## config.mk

```make
export PLATFORM = sky130hd
export DESIGN_NAME = irq_vec_ctrl
export DESIGN_NICKNAME = d
export VERILOG_FILES = /design/src/rtl/irq_pkg.sv /design/src/rtl/irq_datapath.sv /design/src/rtl/irq_ctrl.sv /design/src/rtl/irq_vec_ctrl.sv
export SDC_FILE = /design/constraint.sdc
export NUM_CORES = 1
export LEC_CHECK = 0
export ABC_CLOCK_PERIOD_IN_PS = 1800
export BUFFER_PORTS_ARGS = -buffer_cell sky130_fd_sc_hd__buf_2
export CAP_MARGIN = 20
export CELL_PAD_IN_SITES_DETAIL_PLACEMENT = 1
export CELL_PAD_IN_SITES_GLOBAL_PLACEMENT = 1
export CORE_MARGIN = 3
export CORE_UTILIZATION = 36
export DETAILED_ROUTE_END_ITERATION = 8
export PLACE_DENSITY = 0.89
export SYNTH_ARGS = -nofsm -noshare
export SYNTH_HDL_FRONTEND = slang
export SYNTH_SLANG_ARGS = --single-unit
```

## constraint.sdc

```tcl
create_clock -name clk -period 1.8 [get_ports clk]
set_input_delay 0.36 -clock clk [delete_from_list [all_inputs] [get_ports clk]]
set_output_delay 0.36 -clock clk [all_outputs]
set_load 0.01 [all_outputs]
```

## src/rtl/irq_pkg.sv

```systemverilog
package irq_pkg;
  // strobes from the control FSM to the arbitration datapath
  typedef struct packed {
    logic loadArb;   // register a fresh arbitration result
    logic capGrant;  // record taken level, drop request, freeze vector
  } irqStrobe_t;
endpackage

```

## src/rtl/irq_datapath.sv

```systemverilog
module irq_datapath
  import irq_pkg::*;
#(
  parameter int NUM_SRC  = 24,
  parameter int NUM_TRAP = 7,
  parameter int PRIO_W   = 3,
  parameter int ADDR_W   = 24,
  parameter logic [ADDR_W-1:0] BASE = 24'h000004,
  parameter int VEC_W    = 5,
  parameter int LVL_W    = PRIO_W + 1
) (
  input  logic                      clk,
  input  logic                      rstN,
  input  irqStrobe_t                strb,
  input  logic [NUM_TRAP-1:0]       trapReq,
  input  logic [NUM_SRC-1:0]        srcReq,
  input  logic [NUM_SRC-1:0]        srcEn,
  input  logic [NUM_SRC*PRIO_W-1:0] srcPrio,
  input  logic [PRIO_W-1:0]         cpuPrio,
  output logic                      irqReq,
  output logic [VEC_W-1:0]          vecNum,
  output logic [ADDR_W-1:0]         vecAddr,
  output logic [LVL_W-1:0]          grantLvl
);
  localparam logic [LVL_W-1:0] TRAP_LVL = LVL_W'(1 << PRIO_W);

  logic [NUM_SRC-1:0] cand;
  logic               hit;
  logic [VEC_W-1:0]   winVec;
  logic [LVL_W-1:0]   winLvl;
  logic [LVL_W-1:0]   outLvl;

  // per-source eligibility: pending, enabled, above CPU level
  for (genvar g = 0; g < NUM_SRC; g++) begin : g_cand
    assign cand[g] = srcReq[g] & srcEn[g] &
                     (srcPrio[g*PRIO_W +: PRIO_W] > cpuPrio);
  end

  always_comb begin
    logic              tHit, mHit;
    logic [VEC_W-1:0]  tVec, mVec;
    logic [PRIO_W-1:0] mLvl;
    tHit = 1'b0;
    tVec = '0;
    for (int k = NUM_TRAP - 1; k >= 0; k--) begin
      if (trapReq[k]) begin
        tHit = 1'b1;
        tVec = VEC_W'(k);
      end
    end
    mHit = 1'b0;
    mVec = '0;
    mLvl = '0;
    for (int i = 0; i < NUM_SRC; i++) begin
      if (cand[i] && (!mHit || srcPrio[i*PRIO_W +: PRIO_W] > mLvl)) begin
        mHit = 1'b1;
        mVec = VEC_W'(NUM_TRAP + i);
        mLvl = srcPrio[i*PRIO_W +: PRIO_W];
      end
    end
    hit    = tHit | mHit;
    winVec = tHit ? tVec : mVec;
    winLvl = tHit ? TRAP_LVL : LVL_W'(mLvl);
  end

  always_ff @(posedge clk or negedge rstN) begin
    if (!rstN) begin
      irqReq   <= 1'b0;
      vecNum   <= '0;
      vecAddr  <= BASE;
      outLvl   <= '0;
      grantLvl <= '0;
    end else if (strb.capGrant) begin
      irqReq   <= 1'b0;
      grantLvl <= outLvl;
    end else if (strb.loadArb) begin
      irqReq <= hit;
      if (hit) begin
        vecNum  <= winVec;
        vecAddr <= BASE + (ADDR_W'(winVec) << 1);
        outLvl  <= winLvl;
      end
    end
  end
endmodule

```

## src/rtl/irq_ctrl.sv

```systemverilog
module irq_ctrl
  import irq_pkg::*;
#(
  parameter int ENTRY_CYC = 3,
  localparam int CNT_W    = (ENTRY_CYC > 1) ? $clog2(ENTRY_CYC) : 1
) (
  input  logic       clk,
  input  logic       rstN,
  input  logic       ack,
  input  logic       irqReq,
  output irqStrobe_t strb
);
  typedef enum logic {ST_ARB, ST_HOLD} ctlState_t;
  ctlState_t       state;
  logic [CNT_W-1:0] holdCnt;

  always_comb begin
    strb = '0;
    if (state == ST_ARB) begin
      strb.capGrant = ack & irqReq;
      strb.loadArb  = ~(ack & irqReq);
    end else begin
      strb.loadArb = (holdCnt == '0);
    end
  end

  always_ff @(posedge clk or negedge rstN) begin
    if (!rstN) begin
      state   <= ST_ARB;
      holdCnt <= '0;
    end else if (state == ST_ARB) begin
      if (strb.capGrant) begin
        state   <= ST_HOLD;
        holdCnt <= CNT_W'(ENTRY_CYC - 1);
      end
    end else if (holdCnt == '0) begin
      state <= ST_ARB;
    end else begin
      holdCnt <= holdCnt - 1'b1;
    end
  end
endmodule

```

## src/rtl/irq_vec_ctrl.sv

```systemverilog
module irq_vec_ctrl
  import irq_pkg::*;
#(
  parameter int NUM_SRC   = 24,
  parameter int NUM_TRAP  = 7,
  parameter int PRIO_W    = 3,
  parameter int ADDR_W    = 24,
  parameter int ENTRY_CYC = 3,
  localparam int VEC_W    = $clog2(NUM_TRAP + NUM_SRC),
  localparam int LVL_W    = PRIO_W + 1
) (
  input  logic                      clk,
  input  logic                      rstN,
  input  logic [NUM_TRAP-1:0]       trapReq,
  input  logic [NUM_SRC-1:0]        srcReq,
  input  logic [NUM_SRC-1:0]        srcEn,
  input  logic [NUM_SRC*PRIO_W-1:0] srcPrio,
  input  logic [PRIO_W-1:0]         cpuPrio,
  input  logic                      ack,
  output logic                      irqReq,
  output logic [VEC_W-1:0]          vecNum,
  output logic [ADDR_W-1:0]         vecAddr,
  output logic [LVL_W-1:0]          grantLvl
);
  irqStrobe_t strb;

  irq_ctrl #(.ENTRY_CYC(ENTRY_CYC)) u_ctrl (
    .clk(clk), .rstN(rstN), .ack(ack), .irqReq(irqReq), .strb(strb)
  );

  irq_datapath #(
    .NUM_SRC(NUM_SRC), .NUM_TRAP(NUM_TRAP), .PRIO_W(PRIO_W),
    .ADDR_W(ADDR_W), .BASE(ADDR_W'(4)), .VEC_W(VEC_W), .LVL_W(LVL_W)
  ) u_dp (
    .clk(clk), .rstN(rstN), .strb(strb), .trapReq(trapReq),
    .srcReq(srcReq), .srcEn(srcEn), .srcPrio(srcPrio), .cpuPrio(cpuPrio),
    .irqReq(irqReq), .vecNum(vecNum), .vecAddr(vecAddr), .grantLvl(grantLvl)
  );
endmodule

```

==> impl_metrics.py, run 1 <==
metrics = {
    "synthesis": {
        "synth-simple-area-share_pct": 20.1,
        "synth_cell_type_count": 85,
        "syn_area_sq_mm": 0.00617,
        "synth_xor_area_share_pct": 0.142,
        "synth_top_area_cell": "ha_1",
        "avgSynthCellArea_sq_um": 7.59,
        "synth_edf_count": 0,
        "synth_top_area_share_pct": 26.1,
        "synth_top_family_by_area": "compound AO/OA/AOI/OAI gates",
        "synth_compound_area_share_pct": 33.2,
        "synth_fa_ha_area_share_pct": 26.3,
        "synth_flop_cell": "dfrtp_1",
        "yosysSeqAreaShare_pct": 8.94,
        "ys_seq_elements": 22,
        "yosys_warnings": 0,
        "synthCells": 814,
        "yosys-top-cells-area": "ha_1 (26%), dfrtp_1 (8.5%), inv_1 (5.0%)",
        "yosys-mux-area-fraction_pct": 3.30,
        "synthArstFlopShare_pct": 100,
    },
    "placement": {
        "gp_congestion": 0.880,
        "place_hpwl_mm": 26.6,
        "io_buffers": 148,
        "dp.cells": 1460,
    },
    "die": {
        "initial_core_util_pct": 37.0,
        "die-height_microns": 137,
        "chipWidth_microns": 137,
        "num_rows": 47,
        "ios": 167,
    },
    "clocking": {
        "cts_max_path_buffers": 2,
        "clock-sinks": 22,
        "numCtsBuffers": 3,
        "htree_levels": 1,
        "postCtsHoldBufs": 0,
        "cts_root_buffer": "clkbuf_16",
    },
    "timing": {
        "worst_endpoint": "u_dp.vecAddr[5]$_DFFE_PN0P_/D",
        "worst-ep-kind": "sequential cell input",
    },
    "outcome": {
        "outcome": "did not finish",
        "lastStage": "global routing",
        "firstError": "[ERROR GRT-0232] Routing congestion too high. Check the congestion heatmap in the GUI.",
    },
    "global_routing": {
        "grt_max_degree": 24,
        "overflow": 950,
        "grt.total_usage_pct": 92.6,
    },
}
==> timing repair <==
| item | 4_1_cts |
|---|---|
| pin swaps | 110 |
| endpoints found under the setup margin | 15 |
| cloned | 0 |
| setup buffers | 130 |
| resized for setup | 136 |
==> layer usage <==
| metal | GRT usage [%] | overflow |
|---|---|---|
| met1 | 82.9 | 17 |
| met2 | 114 | 639 |
| met3 | 76.7 | 12 |
| met4 | 106 | 282 |
| met5 | 48.3 | 0 |
==> cell usage after synthesis, drive strengths merged, types with 7 or more instances <==
master and instances:
ha 129, inv 83, nand2 71, a21oi 58
o21ai 57, nor2 49, nand3 41, nor2b 27
o21a 25, buf 23, dfrtp 21, a21o 18
mux2 13, nor3 12, o31ai 12, a31oi 11
o211ai 11, a211oi 10, o311ai 9, a311oi 8
and2 8, nand2b 8, nor4 7, or2 7
or3 7
==> logic make-up after synthesis <==
kind of cell | Yosys count
compound gates | 282
simple gates | 252
fa+ha+maj | 130
buf+inv | 108
flops | 22
mux | 18
other cells | 1
xor+xnor | 1
==> stage by stage <==
stage	setup slack, ps	TNS [ps]	hold WS (ps)	area [sq um]
4_1_cts	-29970	-392510	82.4	11300
3_5_place_dp	-32070	-418770	367	9610
3_3_place_gp	-28870	-377500	346	9610
2_1_floorplan	-28980	-376090	64.4	6640
==> run 2: changes to the inputs <==
==> config.mk (replaced) <==
export PLATFORM = sky130hd
export DESIGN_NAME = irq_vec_ctrl
export DESIGN_NICKNAME = d
export VERILOG_FILES = /design/src/rtl/irq_pkg.sv /design/src/rtl/irq_datapath.sv /design/src/rtl/irq_ctrl.sv /design/src/rtl/irq_vec_ctrl.sv
export SDC_FILE = /design/constraint.sdc
export NUM_CORES = 1
export LEC_CHECK = 0
export ABC_CLOCK_PERIOD_IN_PS = 2300
export BUFFER_PORTS_ARGS = -buffer_cell sky130_fd_sc_hd__buf_2
export CAP_MARGIN = 20
export CORE_MARGIN = 3
export CORE_UTILIZATION = 26
export DETAILED_ROUTE_END_ITERATION = 8
export PLACE_DENSITY_LB_ADDON = 0.15
export SYNTH_ARGS = -nofsm -noshare
export SYNTH_HDL_FRONTEND = slang
export SYNTH_SLANG_ARGS = --single-unit
==> constraint.sdc (replaced) <==
create_clock -name clk -period 2.3 [get_ports clk]
set_input_delay 0.46 -clock clk [delete_from_list [all_inputs] [get_ports clk]]
set_output_delay 0.46 -clock clk [all_outputs]
set_load 0.01 [all_outputs]
==> run 2 against run 1 <==
  * The flow now finishes, with violations (setup timing)
  * Synthesized cell count did not move
  * Area after synthesis is the same
==> impl_metrics.py, run 2 <==
metrics = {
    "die": {
        "die-area_sq_mm": 0.0256,
        "ios": 167,
        "num_rows": 55,
        "initial_core_util_pct": 26.9,
        "die-height_microns": 160,
        "chipWidth_microns": 160,
        "core_area_sq_mm": 0.0230,
    },
    "global_routing": {
        "antenna_found_initial": 0,
        "grt_max_degree": 24,
        "grt_pass1_wl_mm": 36.8,
        "grt.total_usage_pct": 17.0,
        "overflow": 0,
        "grt_pass1_vias": 7562,
    },
    "setup_path": {
        "slowest_stage": "a211oi_4",
        "cpPeakStageDelay_ps": 400,
        "required_ps": 2440,
        "cp-start-kind": "primary input",
        "cp-end-kind": "flop",
        "crit_path_frequent_cell": "buf_4",
        "worstPathArrival_ps": 30680,
        "path_class": "primary input to flop",
        "crit_fanout": 6,
    },
    "routing": {
        "drtAntennaViolNets": 0,
        "drc": 0,
        "wl_per_cell_microns": 14.1,
        "wl_mm": 23.3,
        "vias_per_cell": 4.68,
        "drtIter0Drc": 245,
        "dr.pass1.iters": 4,
        "vias": 7724,
    },
    "finish": {
        "layout-drive-gt1-share_pct": 54.4,
        "fin_nets": 1600,
        "n_antenna_cell": 0,
        "area_growth_pct": 82.9,
        "final_cell_mix": "buf_4 (364), buf_2 (147), ha_1 (102), inv_1 (70), nand2_1 (63)",
        "largest_registers": "u_dp.vecAddr: 5 flops, u_dp.vecNum: 5 flops",
        "stdcell_area_sq_mm": 0.0113,
        "fillers": 2317,
        "final_common_cell": "buf_4",
    },
    "outcome": {
        "outcome": "complete, but fails checks",
        "violations": "setup timing",
    },
    "placement": {
        "io_buffers": 148,
        "place_area_sq_mm": 0.00977,
        "place_hpwl_mm": 18.5,
        "gp_congestion": 0.816,
    },
    "synthesis": {
        "avgSynthCellArea_sq_um": 7.59,
        "yosys-top-cells-area": "ha_1 (26%), dfrtp_1 (8.5%), inv_1 (5.0%)",
        "synth_commonest_cells": "ha_1 (129), inv_1 (83), nand2_1 (71)",
        "syn_area_sq_mm": 0.00617,
        "ys_seq_elements": 22,
        "synthArstFlopShare_pct": 100,
        "synth_cell_type_count": 85,
        "synth_top_area_cell": "ha_1",
        "synthCells": 814,
        "yosysSeqAreaShare_pct": 8.94,
        "synth_flop_cell": "dfrtp_1",
        "synth_top_area_share_pct": 26.1,
        "yosys_warnings": 0,
        "yosysMostFrequentCell": "ha_1",
        "synth_edf_count": 0,
    },
    "clocking": {
        "htree_levels": 1,
        "clock-sinks": 22,
        "clk_pin_slew_worst_paths_ps": 60,
        "cts_max_path_buffers": 2,
        "numCtsBuffers": 3,
        "clk-insertion-delay-late_ps": 250,
        "cts_tree": "done",
        "cts_root_buffer": "clkbuf_16",
    },
    "timing": {
        "hold_slack_ps": 170,
        "worst_slew_pin_slew_ps": 792,
        "rsz0062_at_grt": "true",
        "maxSlewHeadroom_pct": 46.8,
        "fmax_ghz": 0.0327,
        "finalHoldViolCount": 0,
        "setup_slack_ps": -28230,
        "period_share_pct": 1330,
        "finalMaxSlewViolations": 0,
        "fin_crit_ps": 30530,
        "clock_skew_ps": 2.87,
        "setup_viol": 15,
    },
    "pwr": {
        "power_frac_seq_pct": 7.7,
        "total_power_mw": 6.66,
        "p_per_area_mw_per_mm2": 590,
        "combPwrFrac_pct": 85.1,
        "internal_power_mw": 3.88,
        "vdd_ir_drop_max_mv": 0.336,
        "p_switching_mw": 2.78,
        "swShare_pct": 41.7,
        "clockPowerShare_pct": 7.2,
        "p_leak_nw": 5.64,
    },
    "hold_path": {
        "min_path_type": "primary input to asynchronous set/reset pin",
    },
    "run": {
        "cap_violations": 0,
    },
}
## run 2: final timing paths
check | slack (ps) | cells after the start | from | to
max in group asynchronous | 1770 | 1 | rstN | u_dp.vecAddr[2]
worst max register to register | 470 | 9 | u_ctrl.holdCnt[0] | u_dp.vecAddr[5]
min in group clk | 470 | 2 | u_dp.outLvl[2] | u_dp.outLvl[2]
worst min register to register | 470 | 2 | u_dp.outLvl[2] | u_dp.outLvl[2]
worst min-delay path | 170 | 1 | rstN | u_ctrl.holdCnt[0]
worst max-delay path | -28230 | 191 | cpuPrio[1] | u_dp.vecAddr[6]
## run 2: final cells by class
cell class                 count  area (sq um)  share of cell area [%]
clock buffer                   3          75.1                   0.665
sequential                    22           552                    4.89
timing repair buffer         527          3700                    32.8
inverter                      83           322                    2.85
multi-input combinational    701          6220                    55.1
clock inverter                 1          30.0                   0.266
tap                          313           392                    3.47
## run 2: power by group through the flow
stage	sequential, mW	combinational, mW	clock, mW
after floorplan	0.535	2.57	0
after global placement	0.515	4.32	0
final	0.509	5.67	0.482
after CTS	0.510	4.93	0.496
after detailed placement	0.517	4.37	0
after global routing	0.522	6.23	0.519
## run 2: logic make-up after synthesis
| logic type | share of synthesized area (%) |
|---|---|
| adder cells (fa/ha/maj) | 26.3 |
| flip-flops | 8.94 |
| XOR/XNOR | 0.142 |
| AO/OA/AOI/OAI | 33.2 |
| AND/OR/NAND/NOR | 20.1 |
| other | 0.0607 |
| multiplexers | 3.30 |
| buffers and inverters | 7.90 |
## run 2: stage by stage
stage	setup slack, ps	utilization, %	setup TNS (ps)	cells
2_1_floorplan	-28580	-	-370090	831
3_3_place_gp	-28870	42.5	-376880	1558
3_5_place_dp	-29410	42.5	-383680	1558
4_1_cts	-28230	46.0	-369440	1624
5_1_grt	-29860	49.1	-391560	1650
6_report	-28230	49.1	-369840	1650
## run 2: critical path: cells and delay by family
kind,cells,cell delay [ps]
multiplexers,5,1580
buffers and inverters,30,3390
AND/OR/NAND/NOR,37,4610
AO/OA/AOI/OAI,96,14490
adder cells (fa/ha/maj),23,6070
## run 2: repair_timing
item | in CTS | in global routing
hold buffers | 0 | 0
cloned | 1 | 0
gates resized for setup | 45 | 101
pin swaps | 55 | 90
buffers inserted | 61 | 31
endpoints found under the setup margin | 15 | 15
## run 2: metal layers
layer / vias up / share of wire [%] / global-route usage [%] / wire length (microns)
met4: 0 / 0.15 / 0.592 / 36
met5: - / 0 / 0 / 0
met3: 4 / 2.7 / 1.01 / 628
met2: 103 / 47 / 28.8 / 10900
met1: 3532 / 50 / 25.0 / 11700
li1: 4085 / - / - / -
(Power assumes the default switching activity.)
==> run 3: changes to the inputs <==
==> constraint.sdc (replaced) <==
create_clock -name clk -period 2.3 [get_ports clk]
set_input_delay 0 -clock clk [delete_from_list [all_inputs] [get_ports clk]]
set_output_delay 0 -clock clk [all_outputs]
set_load 0.01 [all_outputs]
==> run 3 against run 2 <==
  * The run still ends with setup timing left
  * Sequential power barely moved
  * Highest routed layer unchanged
  * Wire length rose by 4.4%
  * Sequential share of layout area is 0.23 points lower
  * Fmax up 1.3%
  * Register-to-register slack got worse by 20 ps
  * Critical endpoint unchanged
==> impl_metrics.py, run 3 (synthesis gave the netlist of run 2 again) <==
metrics = {
    "timing": {
        "hold_slack_ps": 50.2,
        "finalMaxSlewViolations": 0,
        "fmax_ghz": 0.0332,
        "clock_skew_ps": 2.61,
        "fin_tns_setup_ps": -364150,
        "period_share_pct": 1310,
        "finalHoldViolCount": 0,
        "rsz0062_at_grt": "true",
        "worst_slew_pin_slew_ps": 764,
        "maxSlewHeadroom_pct": 48.7,
        "fin_crit_ps": 30130,
        "setup_viol": 15,
        "setup_slack_ps": -27830,
    },
    "global_routing": {
        "grt.total_usage_pct": 17.5,
        "grt_pass1_vias": 7944,
        "grt_pass1_wl_mm": 37.9,
        "grt.busiest_layer": "met2",
        "overflow": 0,
        "grt_max_degree": 24,
        "antenna_found_initial": 0,
        "grt_use_met3_pct": 1.40,
        "met2_usage_pct": 30.3,
        "grtUsageMet1_pct": 24.3,
    },
    "die": {
        "chipWidth_microns": 160,
        "die-area_sq_mm": 0.0256,
        "core_area_sq_mm": 0.0230,
        "initial_core_util_pct": 26.9,
        "num_rows": 55,
        "ios": 167,
        "die-height_microns": 160,
    },
    "clocking": {
        "htree_levels": 1,
        "cts_max_path_buffers": 2,
        "cts_root_buffer": "clkbuf_16",
        "clk_pin_slew_worst_paths_ps": 60,
        "clk-insertion-delay-late_ps": 260,
        "cts_tree": "done",
        "clock-sinks": 22,
        "numCtsBuffers": 3,
    },
    "run": {
        "cap_violations": 0,
    },
    "finish": {
        "area_growth_pct": 91.8,
        "final_common_cell": "buf_4",
        "fillers": 2231,
        "n_antenna_cell": 0,
        "fin_nets": 1648,
        "final_cell_mix": "buf_4 (404), buf_2 (147), ha_1 (99), inv_1 (72), nand2_1 (65)",
        "largest_registers": "u_dp.vecAddr: 5 flops, u_dp.vecNum: 5 flops",
        "layout-drive-gt1-share_pct": 57.3,
    },
    "routing": {
        "wl_per_cell_microns": 14.3,
        "vias_per_cell": 4.72,
        "wl_mm": 24.3,
        "drc": 0,
        "dr.pass1.iters": 4,
        "vias": 8012,
        "drtAntennaViolNets": 0,
        "drtIter0Drc": 279,
    },
    "setup_path": {
        "reg2reg_to": "u_dp.vecAddr[5]",
        "cp-end-kind": "flop",
        "cpPeakStageDelay_ps": 420,
        "crit_path_frequent_cell": "a21oi_2",
        "cp-start-kind": "primary input",
        "startpoint": "cpuPrio[1]",
        "r2r_start": "u_ctrl.holdCnt[0]",
        "r2r_slack_ps": 450,
        "required_ps": 2450,
        "worstPathArrival_ps": 30280,
        "path_class": "primary input to flop",
        "reg2reg_depth": 9,
        "crit_fanout": 5,
        "slowest_stage": "or3_4",
        "cpLargestDelayFamily": "compound AO/OA/AOI/OAI gates",
        "worst-path-buf-inv": 23,
    },
    "pwr": {
        "p_leak_nw": 5.91,
        "p_per_area_mw_per_mm2": 573,
        "vdd_ir_drop_max_mv": 0.329,
    },
    "placement": {
        "gp_congestion": 0.813,
        "io_buffers": 148,
        "place_hpwl_mm": 18.6,
    },
    "hold_path": {
        "holdCritStartpoint": "srcPrio[69]",
        "whs_endpoint": "u_dp.outLvl[0]",
        "min_path_type": "primary input to flop",
        "holdPathStages": 3,
    },
    "outcome": {
        "outcome": "complete, but fails checks",
        "violations": "setup timing",
    },
}
run 3: changes by cell type in the layout (fill, tap and decap cells not counted), moves of 4 or more:
cell    before  now
buf_4      364  404
buf_6       12   21
nor2_2       3    8
ha_4        21   25
nor2_1      43   39
run 3: area by class of cell:
type / count / area (sq um) / area share, %
clock buffers: 3 / 75.1 / 0.634
clock inverters: 1 / 30.0 / 0.254
repair buffers: 575 / 4070 / 34.4
inverters: 83 / 319 / 2.69
well taps: 313 / 392 / 3.31
multi-input cells: 701 / 6400 / 54.1
flip-flops and latches: 22 / 552 / 4.66
run 3: worst min-delay path, stage by stage:
cell     delay, ps
buf_2           90
o21ai_0         80
o21ai_1        110
run 3: power breakdown:
group	total (mW)	switching, mW	internal [mW]
clock	0.492	0.147	0.346
combinational	5.78	2.64	3.15
sequential	0.508	0.0381	0.469
run 3: repair_timing:
item	4_1_cts	5_1_grt
buffers inserted	91	50
gates resized for setup	45	128
hold buffers	1	0
hold endpoints to repair	21	0
endpoints found under the setup margin	15	15
cloned	1	0
pin swaps	90	95
run 3: metrics by stage:
step                total power [mW]  worst slack (ps)  util [%]  cell area [sq um]  instances
floorplan                       3.10            -28120         -               6640        831
global placement                4.82            -28390      42.5               9770       1558
detailed placement              4.86            -28930      42.5               9770       1558
CTS                             5.96            -27640      47.1              10800       1654
global route                    7.39            -29490      51.5              11800       1698
finish                          6.78            -27830      51.5              11800       1698
run 3: worst max-delay path by stage:
stage                           end  slack (ps)  cells after the start
finish              u_dp.vecAddr[6]      -27830                    190
global route        u_dp.vecAddr[6]      -29490                    194
CTS                 u_dp.vecAddr[6]      -27640                    189
detailed placement  u_dp.vecAddr[4]      -28930                    183
global placement    u_dp.vecAddr[4]      -28390                    184
floorplan           u_dp.vecAddr[6]      -28120                    184
run 3: layer usage:
| layer | vias up | share of wire [%] |
|---|---|---|
| met5 | - | 0 |
| met4 | 0 | 0.98 |
| met3 | 14 | 2.9 |
| met2 | 128 | 47 |
| met1 | 3693 | 49 |
| li1 | 4177 | - |
